## src/rtl/cfg_smbus_pkg.sv

```systemverilog
package cfg_smbus_pkg;

  localparam int STRAP_W   = 4;
  localparam int STRAP_IDX = 1;
  localparam int ID_IDX    = 4;

  typedef enum logic [2:0] {
    PH_IDLE, PH_RX, PH_RXACK, PH_TX, PH_TXACK, PH_WAIT
  } phase_t;

  typedef enum logic [1:0] {
    RL_ADDR, RL_CMD, RL_CNT, RL_DAT
  } role_t;

  // power-up value of each writable byte
  function automatic logic [7:0] reg_default(int idx);
    case (idx)
      0: return 8'h12;
      2: return 8'h0A;
      3: return 8'hFF;
      5: return 8'hB0;
      6: return 8'hFF;
      default: return 8'h00;
    endcase
  endfunction

  // bits a write may change; zero for read-only bytes
  function automatic logic [7:0] reg_wmask(int idx);
    case (idx)
      0: return 8'h3F;
      1: return 8'h00;
      2: return 8'h3F;
      3: return 8'hFF;
      4: return 8'h00;
      5: return 8'hBF;
      6: return 8'hFF;
      7: return 8'h9F;
      default: return 8'hFF;
    endcase
  endfunction

  function automatic logic [7:0] masked_merge(logic [7:0] old_v, logic [7:0] new_v,
                                              logic [7:0] mask);
    return (old_v & ~mask) | (new_v & mask);
  endfunction

  function automatic logic addr_hit(logic [7:0] b, logic [6:0] own);
    return b[7:1] == own;
  endfunction

endpackage

```

## src/rtl/cfg_line_filter.sv

```systemverilog
module cfg_line_filter #(
  parameter int FILT_LEN = 3
) (
  input  logic clk,
  input  logic rst_n,
  input  logic raw_i,
  output logic out_o
);
  localparam int CW = $clog2(FILT_LEN + 1);

  logic [1:0]    sync_q;
  logic [CW-1:0] run_q;

  always_ff @(posedge clk or negedge rst_n) begin
    if (!rst_n) begin
      sync_q <= 2'b11;
      run_q  <= '0;
      out_o  <= 1'b1;
    end else begin
      sync_q <= {sync_q[0], raw_i};
      if (sync_q[1] == out_o) begin
        run_q <= '0;
      end else if (run_q == CW'(FILT_LEN - 1)) begin
        out_o <= sync_q[1];
        run_q <= '0;
      end else begin
        run_q <= run_q + 1'b1;
      end
    end
  end

  // the filtered line only ever moves to the value just sampled
  p_filter_follows_r9: assert property (@(posedge clk) disable iff (!rst_n)
    (out_o != $past(out_o)) |-> (out_o == $past(sync_q[1])));

endmodule

```

## src/rtl/cfg_regbank.sv

```systemverilog
module cfg_regbank import cfg_smbus_pkg::*; #(
  parameter int         NUM_REGS = 8,
  parameter logic [7:0] ID_BYTE  = 8'h81
) (
  input  logic                    clk,
  input  logic                    rst_n,
  input  logic                    wr_en_i,
  input  logic [6:0]              wr_addr_i,
  input  logic [7:0]              wr_data_i,
  input  logic [6:0]              rd_addr_i,
  output logic [7:0]              rd_data_o,
  input  logic [STRAP_W-1:0]      strap_i,
  output logic [NUM_REGS*8-1:0]   flat_o
);

  logic               taken_q;
  logic [STRAP_W-1:0] strap_q;

  always_ff @(posedge clk or negedge rst_n) begin
    if (!rst_n) begin
      taken_q <= 1'b0;
      strap_q <= '0;
    end else if (!taken_q) begin
      taken_q <= 1'b1;
      strap_q <= strap_i;
    end
  end

  // the strap copy is frozen once taken
  p_strap_hold_r1: assert property (@(posedge clk) disable iff (!rst_n)
    (taken_q && $past(taken_q)) |-> $stable(strap_q));

  for (genvar i = 0; i < NUM_REGS; i++) begin : g_byte
    if (i == STRAP_IDX) begin : g_strap
      assign flat_o[i*8 +: 8] = {{(8-STRAP_W){1'b0}}, strap_q};
    end else if (i == ID_IDX) begin : g_id
      assign flat_o[i*8 +: 8] = ID_BYTE;
    end else begin : g_rw
      localparam logic [7:0] MASK = reg_wmask(i);
      logic [7:0] byte_q;
      always_ff @(posedge clk or negedge rst_n) begin
        if (!rst_n)
          byte_q <= reg_default(i);
        else if (wr_en_i && wr_addr_i == 7'(i))
          byte_q <= masked_merge(byte_q, wr_data_i, MASK);
      end
      assign flat_o[i*8 +: 8] = byte_q;

      // bits outside the write mask never move
      p_masked_bits_r7: assert property (@(posedge clk) disable iff (!rst_n)
        $stable(byte_q & ~MASK));
    end
  end

  always_comb begin
    rd_data_o = 8'h00;
    for (int i = 0; i < NUM_REGS; i++)
      if (rd_addr_i == 7'(i)) rd_data_o = flat_o[i*8 +: 8];
  end

endmodule

```

## src/rtl/cfg_smbus_engine.sv

```systemverilog
module cfg_smbus_engine import cfg_smbus_pkg::*; #(
  parameter logic [6:0] OWN_ADDR = 7'h69,
  parameter int         NUM_REGS = 8
) (
  input  logic       clk,
  input  logic       rst_n,
  input  logic       scl_f,
  input  logic       sda_f,
  input  logic [7:0] rd_data_i,
  output logic [6:0] rd_addr_o,
  output logic       wr_en_o,
  output logic [6:0] wr_addr_o,
  output logic [7:0] wr_data_o,
  output logic       sda_oe_o
);
  localparam logic [7:0] BLK_COUNT = 8'(NUM_REGS);

  logic       scl_d, sda_d;
  phase_t     phase;
  role_t      role;
  logic [3:0] rxcnt;
  logic [2:0] txcnt;
  logic [7:0] sr, txsr, wr_left;
  logic [6:0] ptr;
  logic       rw, blk, cnt_pending, m_nack;

  // named bus events
  logic start_ev, stop_ev, scl_rise, scl_fall, byte_done, own_hit;
  assign start_ev  = scl_f & scl_d & sda_d & ~sda_f;
  assign stop_ev   = scl_f & scl_d & ~sda_d & sda_f;
  assign scl_rise  = scl_f & ~scl_d;
  assign scl_fall  = ~scl_f & scl_d;
  assign byte_done = (phase == PH_RX) && scl_fall && (rxcnt == 4'd8);
  assign own_hit   = addr_hit(sr, OWN_ADDR);

  always_ff @(posedge clk or negedge rst_n) begin
    if (!rst_n) begin
      scl_d <= 1'b1;
      sda_d <= 1'b1;
    end else begin
      scl_d <= scl_f;
      sda_d <= sda_f;
    end
  end

  always_ff @(posedge clk or negedge rst_n) begin
    if (!rst_n) begin
      phase <= PH_IDLE;     role <= RL_ADDR;
      rxcnt <= '0;          txcnt <= '0;
      sr <= '0;             txsr <= '0;      wr_left <= '0;
      ptr <= '0;            rw <= 1'b0;      blk <= 1'b1;
      cnt_pending <= 1'b0;  m_nack <= 1'b0;
    end else if (start_ev) begin
      phase <= PH_RX;  role <= RL_ADDR;  rxcnt <= '0;
      rw <= 1'b0;      cnt_pending <= 1'b0;
    end else if (stop_ev) begin
      phase <= PH_IDLE;  rw <= 1'b0;
    end else begin
      case (phase)
        PH_RX: begin
          if (scl_rise && rxcnt != 4'd8) begin
            sr    <= {sr[6:0], sda_f};
            rxcnt <= rxcnt + 1'b1;
          end else if (byte_done) begin
            rxcnt <= '0;
            case (role)
              RL_ADDR: begin
                if (own_hit) begin
                  phase       <= PH_RXACK;
                  rw          <= sr[0];
                  cnt_pending <= sr[0] & blk;
                  role        <= RL_CMD;
                end else begin
                  phase <= PH_WAIT;
                end
              end
              RL_CMD: begin
                blk   <= ~sr[7];
                ptr   <= sr[7] ? sr[6:0] : 7'd0;
                role  <= sr[7] ? RL_DAT : RL_CNT;
                phase <= PH_RXACK;
              end
              RL_CNT: begin
                wr_left <= sr;
                role    <= RL_DAT;
                phase   <= PH_RXACK;
              end
              default: begin
                ptr <= ptr + 1'b1;
                if (blk && wr_left != 8'd0) wr_left <= wr_left - 1'b1;
                phase <= PH_RXACK;
              end
            endcase
          end
        end
        PH_RXACK: begin
          if (scl_fall) begin
            if (rw) begin
              phase <= PH_TX;
              txcnt <= '0;
              if (cnt_pending) begin
                txsr <= BLK_COUNT;  cnt_pending <= 1'b0;
              end else begin
                txsr <= rd_data_i;  ptr <= ptr + 1'b1;
              end
            end else begin
              phase <= PH_RX;
            end
          end
        end
        PH_TX: begin
          if (scl_fall) begin
            if (txcnt == 3'd7) begin
              phase <= PH_TXACK;
            end else begin
              txsr  <= {txsr[6:0], 1'b0};
              txcnt <= txcnt + 1'b1;
            end
          end
        end
        PH_TXACK: begin
          if (scl_rise) m_nack <= sda_f;
          if (scl_fall) begin
            if (!m_nack) begin
              phase <= PH_TX;
              txcnt <= '0;
              if (cnt_pending) begin
                txsr <= BLK_COUNT;  cnt_pending <= 1'b0;
              end else begin
                txsr <= rd_data_i;  ptr <= ptr + 1'b1;
              end
            end else begin
              phase <= PH_WAIT;
            end
          end
        end
        default: ;
      endcase
    end
  end

  assign rd_addr_o = ptr;
  assign wr_addr_o = ptr;
  assign wr_data_o = sr;
  assign wr_en_o   = byte_done && (role == RL_DAT) && (!blk || wr_left != 8'd0);
  assign sda_oe_o  = (phase == PH_RXACK) || (phase == PH_TX && !txsr[7]);

  // acknowledge own address, stay silent otherwise
  p_ack_own_r2: assert property (@(posedge clk) disable iff (!rst_n)
    (byte_done && role == RL_ADDR && own_hit) |=> sda_oe_o);
  p_silent_foreign_r2: assert property (@(posedge clk) disable iff (!rst_n)
    (byte_done && role == RL_ADDR && !own_hit) |=> !sda_oe_o);
  // STOP releases the line
  p_stop_release_r10: assert property (@(posedge clk) disable iff (!rst_n)
    stop_ev |=> !sda_oe_o);
  // any START rearms address reception from bit zero
  p_start_rearm_r8: assert property (@(posedge clk) disable iff (!rst_n)
    start_ev |=> (phase == PH_RX && rxcnt == 4'd0));

endmodule

```

## src/rtl/cfg_smbus_slave.sv

```systemverilog
module cfg_smbus_slave import cfg_smbus_pkg::*; #(
  parameter logic [6:0] OWN_ADDR = 7'h69,
  parameter int         NUM_REGS = 8,
  parameter int         FILT_LEN = 3,
  parameter logic [7:0] ID_BYTE  = 8'h81
) (
  input  logic                  clk,
  input  logic                  rst_n,
  input  logic                  scl_i,
  input  logic                  sda_i,
  output logic                  sda_oe_o,
  input  logic [STRAP_W-1:0]    strap_i,
  output logic [NUM_REGS*8-1:0] cfg_o
);
  logic       scl_f, sda_f;
  logic       wr_en;
  logic [6:0] wr_addr, rd_addr;
  logic [7:0] wr_data, rd_data;

  cfg_line_filter #(.FILT_LEN(FILT_LEN)) u_scl_filt (
    .clk(clk), .rst_n(rst_n), .raw_i(scl_i), .out_o(scl_f));

  cfg_line_filter #(.FILT_LEN(FILT_LEN)) u_sda_filt (
    .clk(clk), .rst_n(rst_n), .raw_i(sda_i), .out_o(sda_f));

  cfg_smbus_engine #(.OWN_ADDR(OWN_ADDR), .NUM_REGS(NUM_REGS)) u_engine (
    .clk(clk), .rst_n(rst_n), .scl_f(scl_f), .sda_f(sda_f),
    .rd_data_i(rd_data), .rd_addr_o(rd_addr), .wr_en_o(wr_en),
    .wr_addr_o(wr_addr), .wr_data_o(wr_data), .sda_oe_o(sda_oe_o));

  cfg_regbank #(.NUM_REGS(NUM_REGS), .ID_BYTE(ID_BYTE)) u_bank (
    .clk(clk), .rst_n(rst_n), .wr_en_i(wr_en), .wr_addr_i(wr_addr),
    .wr_data_i(wr_data), .rd_addr_i(rd_addr), .rd_data_o(rd_data),
    .strap_i(strap_i), .flat_o(cfg_o));

endmodule

```

## config.mk

```make
export PLATFORM = sky130hd
export DESIGN_NAME = cfg_smbus_slave
export DESIGN_NICKNAME = d
export VERILOG_FILES = /design/src/rtl/cfg_smbus_pkg.sv /design/src/rtl/cfg_line_filter.sv /design/src/rtl/cfg_regbank.sv /design/src/rtl/cfg_smbus_engine.sv /design/src/rtl/cfg_smbus_slave.sv
export SDC_FILE = /design/constraint.sdc
export NUM_CORES = 1
export LEC_CHECK = 0
export ABC_AREA = 0
export BUFFER_PORTS_ARGS = -buffer_cell sky130_fd_sc_hd__buf_2
export CAP_MARGIN = 0
export CORE_MARGIN = 4
export CORE_UTILIZATION = 53
export CTS_CLUSTER_DIAMETER = 30
export DETAILED_ROUTE_END_ITERATION = 10
export GPL_TIMING_DRIVEN = 0
export PLACE_DENSITY = 0.77
export SYNTH_ARGS = -nofsm -noshare
export SYNTH_HDL_FRONTEND = slang
export SYNTH_SLANG_ARGS = --single-unit
```

## constraint.sdc

```tcl
create_clock -name clk -period 2.1 [get_ports clk]
set_input_delay 0.315 -clock clk [delete_from_list [all_inputs] [get_ports clk]]
set_output_delay 0.315 -clock clk [all_outputs]
set_load 0.01 [all_outputs]
```

# Word level (Yosys, flattened, before mapping)
# Cells that the tools add are included.
op_classes:
  n_eq_ne: 49
  n_reduce_logical: 48
  add_sub_neg: 6
  muxes: 83
  bitwise_logic: 23
ops:
  columns: ["cell", "n"]
  rows:
  - ["8-bit two-way mux", 16]
  - ["7-bit two-way mux", 8]
  - ["3-bit two-way mux", 17]
  - ["7-bit by 3-bit equality test with 1-bit output (second input constant)", 4]
  - ["8-bit case mux with 3 select lines", 1]
  - ["2-bit two-way mux", 11]
  - ["3-bit by 1-bit != test with 1-bit output (second input constant)", 7]
  - ["7-bit case mux with 3 select lines", 1]
  - ["3-bit nonzero test", 7]
  - ["4-bit two-way mux", 5]
  - ["4-bit by 1-bit != test with 1-bit output (second input constant)", 5]
  - ["10-bit AND reduction", 2]
  - ["1-bit two-way mux", 18]
  - ["7-bit by 8-bit OR with 8-bit output", 2]
  - ["8-bit by 6-bit OR with 8-bit output", 2]
  - ["8-bit case mux with 2 select lines", 1]
  - ["7-bit by 2-bit equality test with 1-bit output (second input constant)", 2]
  - ["2-bit by 1-bit != test with 1-bit output (second input constant)", 7]
  - ["7-bit case mux with 2 select lines", 1]
  - ["7-bit AND reduction", 2]
  - ["1-bit logical AND", 13]
  - ["3-bit case mux with 4 select lines", 1]
  - ["6-bit AND reduction", 2]
  - ["1-bit inverter", 11]
  - ["37 further kinds", 63]
totals:
  wordCells: 237
  output_inout_bits: 65
  input_bits: 8
  register_bits: 112

# Depth between registers and ports, before layout
# Gate-level depths: netlist of run 1.
logic_depth:
  word_depth: 13
  ltp_mapped: 9
  ltp_nobuf: 7

# By module
# From an unflattened synthesis of run 1, not the netlist that was laid out.
hier_totals:
  hier_cells: 529
  hier_area_um2: 5724.2
by_module_without_submodules:
  columns: ["mod", "instances", "area_each_um2", "cells_per_inst", "seq_area_each_um2"]
  rows:
  - ["cfg_smbus_engine", 1, 2994.1, 330, 1229.9]
  - ["cfg_regbank", 1, 2372.3, 179, 1179.9]
  - ["cfg_line_filter", 2, 178.9, 10, 128.9]

# Worst setup path before layout of run 1
# OpenSTA, ideal clock, no wires.
synth_path:
  kind: "register to register"
  startpoint: "register u_engine.rxcnt[0]"
  endpoint: "register u_bank.g_byte[2].g_rw.byte_q[0]"
  stages_incl_launch_ff: 10
  arrival_time_ps: 2072
  required_time_ps: 1975
  path_buffers: 2
  setup_time_ps: 125
  period_less_slack_ps: 2196
  setup_slack_ps: -96
  path_cell_list: "dfrtp_1 -> inv_1 -> ha_1 -> and3b_1 -> clkbuf_1 -> and3_1 -> buf_2 -> nand3_4 -> nor4_4 -> mux2_2"
synth_between:
  elab_chain_cells: 5
synth_rtl:
  columns: ["element", "line_no", "text"]
  rows:
  - ["from (decl)", "cfg_smbus_engine.sv:21", "logic [3:0] rxcnt;"]
  - ["from (signal assigned)", "cfg_smbus_engine.sv:63", "rxcnt <= rxcnt + 1'b1;"]
  - ["4-bit equality test", "cfg_smbus_engine.sv:33", "assign byte_done = (phase == PH_RX) && scl_fall && (rxcnt == 4'd8);"]
  - ["1-bit logical AND", "cfg_smbus_engine.sv:33", null]
  - ["1-bit logical AND (2 in series)", "cfg_smbus_engine.sv:145", "assign wr_en_o = byte_done && (role == RL_DAT) && (!blk || wr_left != 8'd0);"]
  - ["1-bit logical AND", "cfg_regbank.sv:44", "else if (wr_en_i && wr_addr_i == 7'(i))"]
  - ["to (signal assigned)", "cfg_regbank.sv:43", "byte_q <= reg_default(i);"]
  - ["to (signal assigned)", "cfg_regbank.sv:45", "byte_q <= masked_merge(byte_q, wr_data_i, MASK);"]
  - ["to (decl)", "cfg_regbank.sv:40", "logic [7:0] byte_q;"]
# Every way passes these cells.
# A chain may end at the register's enable or synchronous reset.

# Final worst setup path of run 1
layout_path:
  startpoint: "register u_engine.scl_d"
  endpoint: "register u_bank.g_byte[2].g_rw.byte_q[2]"
layout_between:
  elab_chain_cells: 6
layout_rtl:
  columns: ["element", "line_no", "text"]
  rows:
  - ["from (decl)", "cfg_smbus_engine.sv:18", "logic scl_d, sda_d;"]
  - ["from (signal assigned)", "cfg_smbus_engine.sv:41", "scl_d <= scl_f;"]
  - ["1-bit bitwise AND", "cfg_smbus_engine.sv:32", "assign scl_fall = ~scl_f & scl_d;"]
  - ["1-bit logical AND (2 in series)", "cfg_smbus_engine.sv:33", null]
  - ["1-bit logical AND (2 in series)", "cfg_smbus_engine.sv:145", null]
  - ["1-bit logical AND", "cfg_regbank.sv:44", null]
# Every way passes these cells.

==> results of run 1 <==
[Yosys cell counts, drive strengths merged, types with 4 or more instances]
master  count
ha         14
nor3b      10
and3       10
mux2       56
a31oi       5
nand3      15
a22oi       5
dfrtp      73
nand4       7
nor2       25
nand2      40
mux2i       5
nand3b      4
clkbuf     24
and2        8
nor2b      15
a21oi      37
a211oi      5
dfstp      32
nor3        8
nand2b      7
o211ai      4
buf        24
inv        17
o21ai      45
[flip-flops by register name (all words and copies together) (netlist names), 2 cells and up]
signal	count
u_sda_filt.run_q	2
u_scl_filt.run_q	2
u_engine.phase	3
u_engine.wr_data_o	8
u_scl_filt.sync_q	2
u_engine.rd_addr_o	7
u_sda_filt.sync_q	2
u_bank.g_byte.g_rw.byte_q	41
u_engine.role	2
u_engine.wr_left	8
u_engine.txsr	8
u_bank.strap_q	4
u_engine.rxcnt	4
u_engine.txcnt	3
[stage by stage]
| stage | util [%] | std cells | TNS [ns] | hold WS, ns |
|---|---|---|---|---|
| after detailed placement | 60.26 | 767 | -14.29 | 0.3244 |
| after floorplan | - | 577 | 0 | 0.01941 |
| after global routing | 65.97 | 799 | -0.1883 | 0.001737 |
| after CTS | 64.89 | 797 | -0.9212 | 0.007323 |
| after global placement | 59.98 | 766 | -41.68 | 0.3461 |
| final | 65.97 | 799 | 0 | 0.02277 |
[power breakdown]
part           leakage [nW]  switching, mW  internal [mW]  total [mW]
Sequential             1.32          0.176           2.24        2.42
Clock                 0.104          0.753          0.572        1.32
Combinational          1.76          0.883          0.540        1.42
Total                  3.18           1.81           3.36        5.17
[final cells by class]
type | count | area (µm²)
plain buffers | 43 | 267.8
clock buffers | 10 | 127.6
clock inverters | 6 | 72.57
fillers | 795 | 3545
inverters | 17 | 63.81
multi-input cells | 407 | 3037
flip-flops and latches | 105 | 2671
well taps | 136 | 170.2
repair buffers | 75 | 461.7
[routing by layer]
metal	up-vias	share of wire [%]
li1	2187	-
met1	2332	43
met2	217	47
met3	34	7.1
met4	0	2.2
met5	-	0
[worst max path at each step]
| stage | endpoint | cells after the start | start | slack, ns |
|---|---|---|---|---|
| final | u_bank.g_byte[2].g_rw.byte_q[2] | 6 | u_engine.scl_d | 0.02 |
| after detailed placement | u_bank.g_byte[6].g_rw.byte_q[0] | 6 | u_engine.rd_addr_o[0] | -0.42 |
| after CTS | u_bank.g_byte[2].g_rw.byte_q[0] | 10 | u_engine.rxcnt[0] | -0.08 |
| after floorplan | u_bank.g_byte[6].g_rw.byte_q[0] | 6 | u_engine.rd_addr_o[0] | 0.02 |
| after global placement | u_bank.g_byte[6].g_rw.byte_q[1] | 6 | u_engine.rd_addr_o[0] | -0.42 |
| after global routing | u_bank.g_byte[2].g_rw.byte_q[2] | 8 | u_engine.rxcnt[0] | -0.04 |
[what timing repair did]
action                     4_1_cts  5_1_grt
hold buffers                     1        1
gates resized for setup         48       38
hold endpoints to repair        23        1
pin swaps                       10       12
gates cloned                     0        0
setup endpoints to repair       69       72
buffers inserted                13        6
[cells by family (layout without fill, tap and decap cells)]
family	Yosys count	count (layout)
mux	61	61
buf+inv	65	151
compound gates	138	138
fa+ha+maj	14	14
flops	105	105
other cells	2	20
simple gates	169	169
xor+xnor	5	5
[worst max-delay path: stages (launching register included)]
cell     delay [ns]
dfstp_2        0.61
nor2b_2        0.23
and3_4         0.23
nand3_4        0.19
nor4_4         0.21
buf_6          0.18
mux2_4         0.30
==> impl_metrics.csv, run 1 <==
group,metric,value,unit
global_route,grt_pass1_wl,24470,µm
synthesis,synthXorXnorAreaFrac,0.7640,%
synthesis,synth_compound_area_share,15.13,%
timing,finalWorstSetupSlack,0.01572,ns
timing,grt_setup_unrepaired,"true",
clock_network,ctsLongestPathBuffers,2,
die,fp-row-count,37,
finish,final_nets,680,
placed_design,dp_slack,-0.4220,ns
global_route,met2_usage,39.49,%
route,drc_errors,0,
synthesis,async_flop_share,100.0,%
critical_path,end_kind,"flop",
hold_path,hold_end,"u_sda_filt.sync_q[0]",
global_route,antenna_found_initial,0,
timing,fmax,479.8,MHz
global_route,busiest_layer,"met2",
synthesis,synth_edf_count,0,
placed_design,gp_congestion,0.9086,
power_and_ir_drop,ir_worst_vdd,0.0005219,V
critical_path,crit_required,2.37,ns
route,vias,4770,
clock_network,clk_latency,0.38,ns
synthesis,synthSimpleGateAreaFrac,16.81,%
synthesis,syn_area,5732,µm²
die,start_util,55.03,%
route,wl,15030,µm
synthesis,synthFlopType,"dfrtp_1",
timing,slew_headroom,51.82,%
synthesis,yosys.area_share.adder,3.056,%
synthesis,synthTopCellsByArea,"dfrtp_1 32%, dfstp_2 15%, mux2_2 11%",
die,io_pins,73,
die,dieHeight,112.0,µm
finish,final_cell_mix,"70 x dfrtp_1, 56 x buf_2, 46 x mux2_2, 41 x buf_4, 39 x nand2_1",
finish,fin_area,6872,µm²
finish,final_common_cell,"dfrtp_1",
synthesis,synth_top_area_share,31.87,%
synthesis,synth_top_family_by_area,"simple AND/OR/NAND/NOR gates",
route,viasPerCell,5.970,
global_route,use_met1,32.75,%
placed_design,placed_area,6277,µm²
timing,setup_violations,0,
timing,drv_slew,0,
critical_path,timing.rr.end,"u_bank.g_byte[2].g_rw.byte_q[2]",
synthesis,ys_seq_elements,105,
finish,diodes,0,
clock_network,cts_root_buffer,"clkbuf_8",
timing,period_needed,2.084,ns
hold_path,hp-start,"sda_i",
run_status,status,"completed",
route,drt_pass1_iterations,7,
critical_path,worstSetupPathType,"reg -> reg",
run,cap_violations,0,
synthesis,ys_warn_count,0,
route,initialDrtViolationCount,344,
clock_network,cts.clk_slew.worst_paths,0.10,ns
timing,finClkSkew,0.007793,ns
global_route,grt_usage,24.14,%
synthesis,syn_avg_cell_area,10.25,µm²
clock_network,cts_tree,"yes",
power_and_ir_drop,power_leakage,3.180,nW
hold_path,hold_depth,1,
timing,finalHoldViolations,0,
placed_design,port_buffers,53,
hold_path,hold_class,"in -> reg",
synthesis,synth_area_leader_cell,"dfrtp_1",
synthesis,synth_cell_type_count,68,
placed_design,dp_hpwl,10560,µm
finish,area_growth,19.89,%
critical_path,start_kind,"flop",
die,core,10420,µm²
global_route,grt_max_degree,67,
power_and_ir_drop,finalPower,5.168,mW
synthesis,muxShareOfSynthArea,11.88,%
timing,tightestPinTransition,0.7227,ns
global_route,overflow,0,
clock_network,cts_buffers,9,
clock_network,htree_levels,3,
critical_path,r2r_slack,0.02,ns
die,fp.dieW,112.0,µm
route,post_drt_wl_per_cell,18.81,µm
critical_path,cp_max_fo,7,
synthesis,netlist_instances,559,
timing,min_period_over_period,99.25,%
clock_network,cts.sinks,105,
critical_path,worst_r2r_startpoint,"u_engine.scl_d",
global_route,grt_pass1_vias,4762,
synthesis,ys_seq_area_share,46.54,%
finish,drive_gt1_share,38.91,%
global_route,grt_util_met3,5.000,%
critical_path,arrival,2.36,ns
power_and_ir_drop,p_per_area,752.0,nW/µm²
route,ant_nets,0,
critical_path,r2r_cells,6,
die,die_area,12540,µm²
Note: power is estimated with default switching activity, not from simulation.
==> run 2, diff against run 1 <==
CORE_UTILIZATION = 25   (was 53)
MAX_ROUTING_LAYER = met4   (was default)
PLACE_DENSITY = default   (was 0.77)
==> impl_metrics.csv, run 2 (same netlist as run 1, synthesis figures left out) <==
group,metric,value,unit
timing,setup_violations,8,
global_route,antenna_found_initial,0,
timing,fmax,466.6,MHz
timing,finClkSkew,0.01393,ns
run,cap_violations,0,
global_route,grt_pass1_wl,24720,µm
critical_path,cp_max_fo,7,
finish,largest_reg_flops,41,
timing,finalHoldViolations,0,
route,drt_pass1_iterations,4,
die,start_util,25.39,%
critical_path,end_kind,"flop",
critical_path,worstSetupPathType,"reg -> reg",
die,dieHeight,159.4,µm
clock_network,ctsLongestPathBuffers,2,
power_and_ir_drop,p_comb_share,25.6,%
power_and_ir_drop,finalPower,5.472,mW
power_and_ir_drop,p_per_area,757.5,nW/µm²
clock_network,cts_root_buffer,"clkbuf_16",
run_status,status,"complete, but fails checks",
global_route,grt_max_degree,59,
finish,final_cell_mix,"70 x dfrtp_1, 54 x buf_2, 40 x o21ai_0, 39 x nand2_1",
clock_network,cts.clk_slew.worst_paths,0.08,ns
timing,drv_slew,0,
finish,area_growth,26.02,%
finish,final_nets,677,
critical_path,crit_start,"u_engine.scl_d",
die,core,22570,µm²
power_and_ir_drop,switchingPower,1.880,mW
critical_path,start_kind,"flop",
die,io_pins,73,
clock_network,htree_levels,3,
power_and_ir_drop,seq_power_share,44.4,%
clock_network,ctsHoldBuffers,0,
hold_path,hold_class,"in -> async",
route,vias,4569,
run_status,violations,"negative setup slack",
power_and_ir_drop,pwr-share-clk,30.1,%
finish,diodes,0,
timing,tightestPinTransition,0.8880,ns
critical_path,crit_required,2.35,ns
route,post_drt_wl_per_cell,16.46,µm
power_and_ir_drop,swShare,34.35,%
clock_network,cts_tree,"yes",
global_route,overflow,0,
placed_design,dp_hpwl,10800,µm
critical_path,r2r_slack,-0.04,ns
timing,grt_setup_unrepaired,"true",
placed_design,gp_congestion,0.8616,
global_route,grt_pass1_vias,4441,
timing,slew_headroom,40.40,%
timing,min_period_over_period,102.0,%
route,viasPerCell,4.835,
finish,regMostFlops,"u_bank.g_byte.g_rw.byte_q",
route,ant_nets,0,
clock_network,cts.sinks,105,
power_and_ir_drop,power.internal,3.592,mW
global_route,grt_usage,12.35,%
power_and_ir_drop,ir_worst_vdd,0.0003515,V
die,fp-row-count,55,
critical_path,worst_r2r_startpoint,"u_engine.scl_d",
timing,period_needed,2.143,ns
timing,hold_slack,0.04328,ns
timing,finalWorstSetupSlack,-0.04304,ns
clock_network,cts_buffers,9,
route,wl,15560,µm
timing,fin_tns_setup,-0.2629,ns
die,die_area,25410,µm²
die,fp.dieW,159.4,µm
route,initialDrtViolationCount,331,
clock_network,clk_latency,0.36,ns
placed_design,port_buffers,53,
finish,final_common_cell,"dfrtp_1",
critical_path,arrival,2.39,ns
power_and_ir_drop,power_leakage,3.224,nW
route,drc_errors,0,
finish,drive_gt1_share,39.55,%
==> run 2: cell types whose count changed in the layout (fill, tap and decap cells not counted), sizes merged <==
cell         before  now
buf             100   97
bufinv            1    0
inv              21   20
clkbuf           26   28
dlygate4sd3       2    0
clkinvlp          0    1
clkinv            1    2
==> run 2: layer usage <==
layer	vias to the layer above	global-route usage [%]	part of all wire [%]
met1	2230	16.85	47
met4	0	3.708	1.8
met3	23	2.718	5.4
li1	2187	-	-
met5	-	-	0
met2	129	18.44	46
==> run 2: final timing paths <==
check / endpoint / cells past startpoint
max: u_bank.g_byte[0].g_rw.byte_q[3] / 6
min: u_engine.wr_left[6] / 1
max reg2reg: u_bank.g_byte[0].g_rw.byte_q[3] / 6
min reg2reg: u_scl_filt.sync_q[1] / 0
max in group asynchronous: u_bank.g_byte[6].g_rw.byte_q[4] / 2
min in group clk: u_sda_filt.sync_q[0] / 1
==> run 2: worst max-delay path: stages (launching register included) <==
cell and delay [ns]:
dfstp_2 0.61, nor2b_1 0.28, and3_4 0.26, nand3_4 0.15, buf_6 0.17, nor2_4 0.24, mux2_4 0.33
==> run 2: repair_timing <==
item,CTS,global route
setup endpoints to repair,73,70
setup buffers,9,9
resized for setup,35,67
pin swaps,7,12
==> run 2: final cells by class <==
cell class              instances  area, µm²
flip-flops and latches        105       2671
clock inverters                 6      50.05
inverters                      17      63.81
repair buffers                 72      475.5
multi-input cells             407       3092
plain buffers                  43      285.3
well taps                     285      356.6
clock buffers                  10      229.0
fillers                      2334      15350
==> run 2: metrics by stage <==
| stage | cells | worst slack, ns | cell area (µm²) | util [%] |
|---|---|---|---|---|
| finish | 945 | -0.04304 | 7223 | 32.00 |
| global route | 945 | -0.1186 | 7223 | 32.00 |
| CTS | 941 | -0.1093 | 6933 | 30.72 |
| detailed placement | 916 | -0.4747 | 6464 | 28.64 |
| global placement | 915 | -0.5396 | 6434 | 28.50 |
| floorplan | 577 | 0.01817 | 5812 | - |
==> run 2: power by group through the flow <==
stage               Combinational, mW  Sequential, mW  Clock (mW)
detailed placement               1.30            2.43           0
global placement                 1.28            2.42           0
CTS                              1.38            2.39        1.69
finish                           1.40            2.43        1.65
floorplan                       0.887            2.39           0
global route                     1.55            2.46        1.77
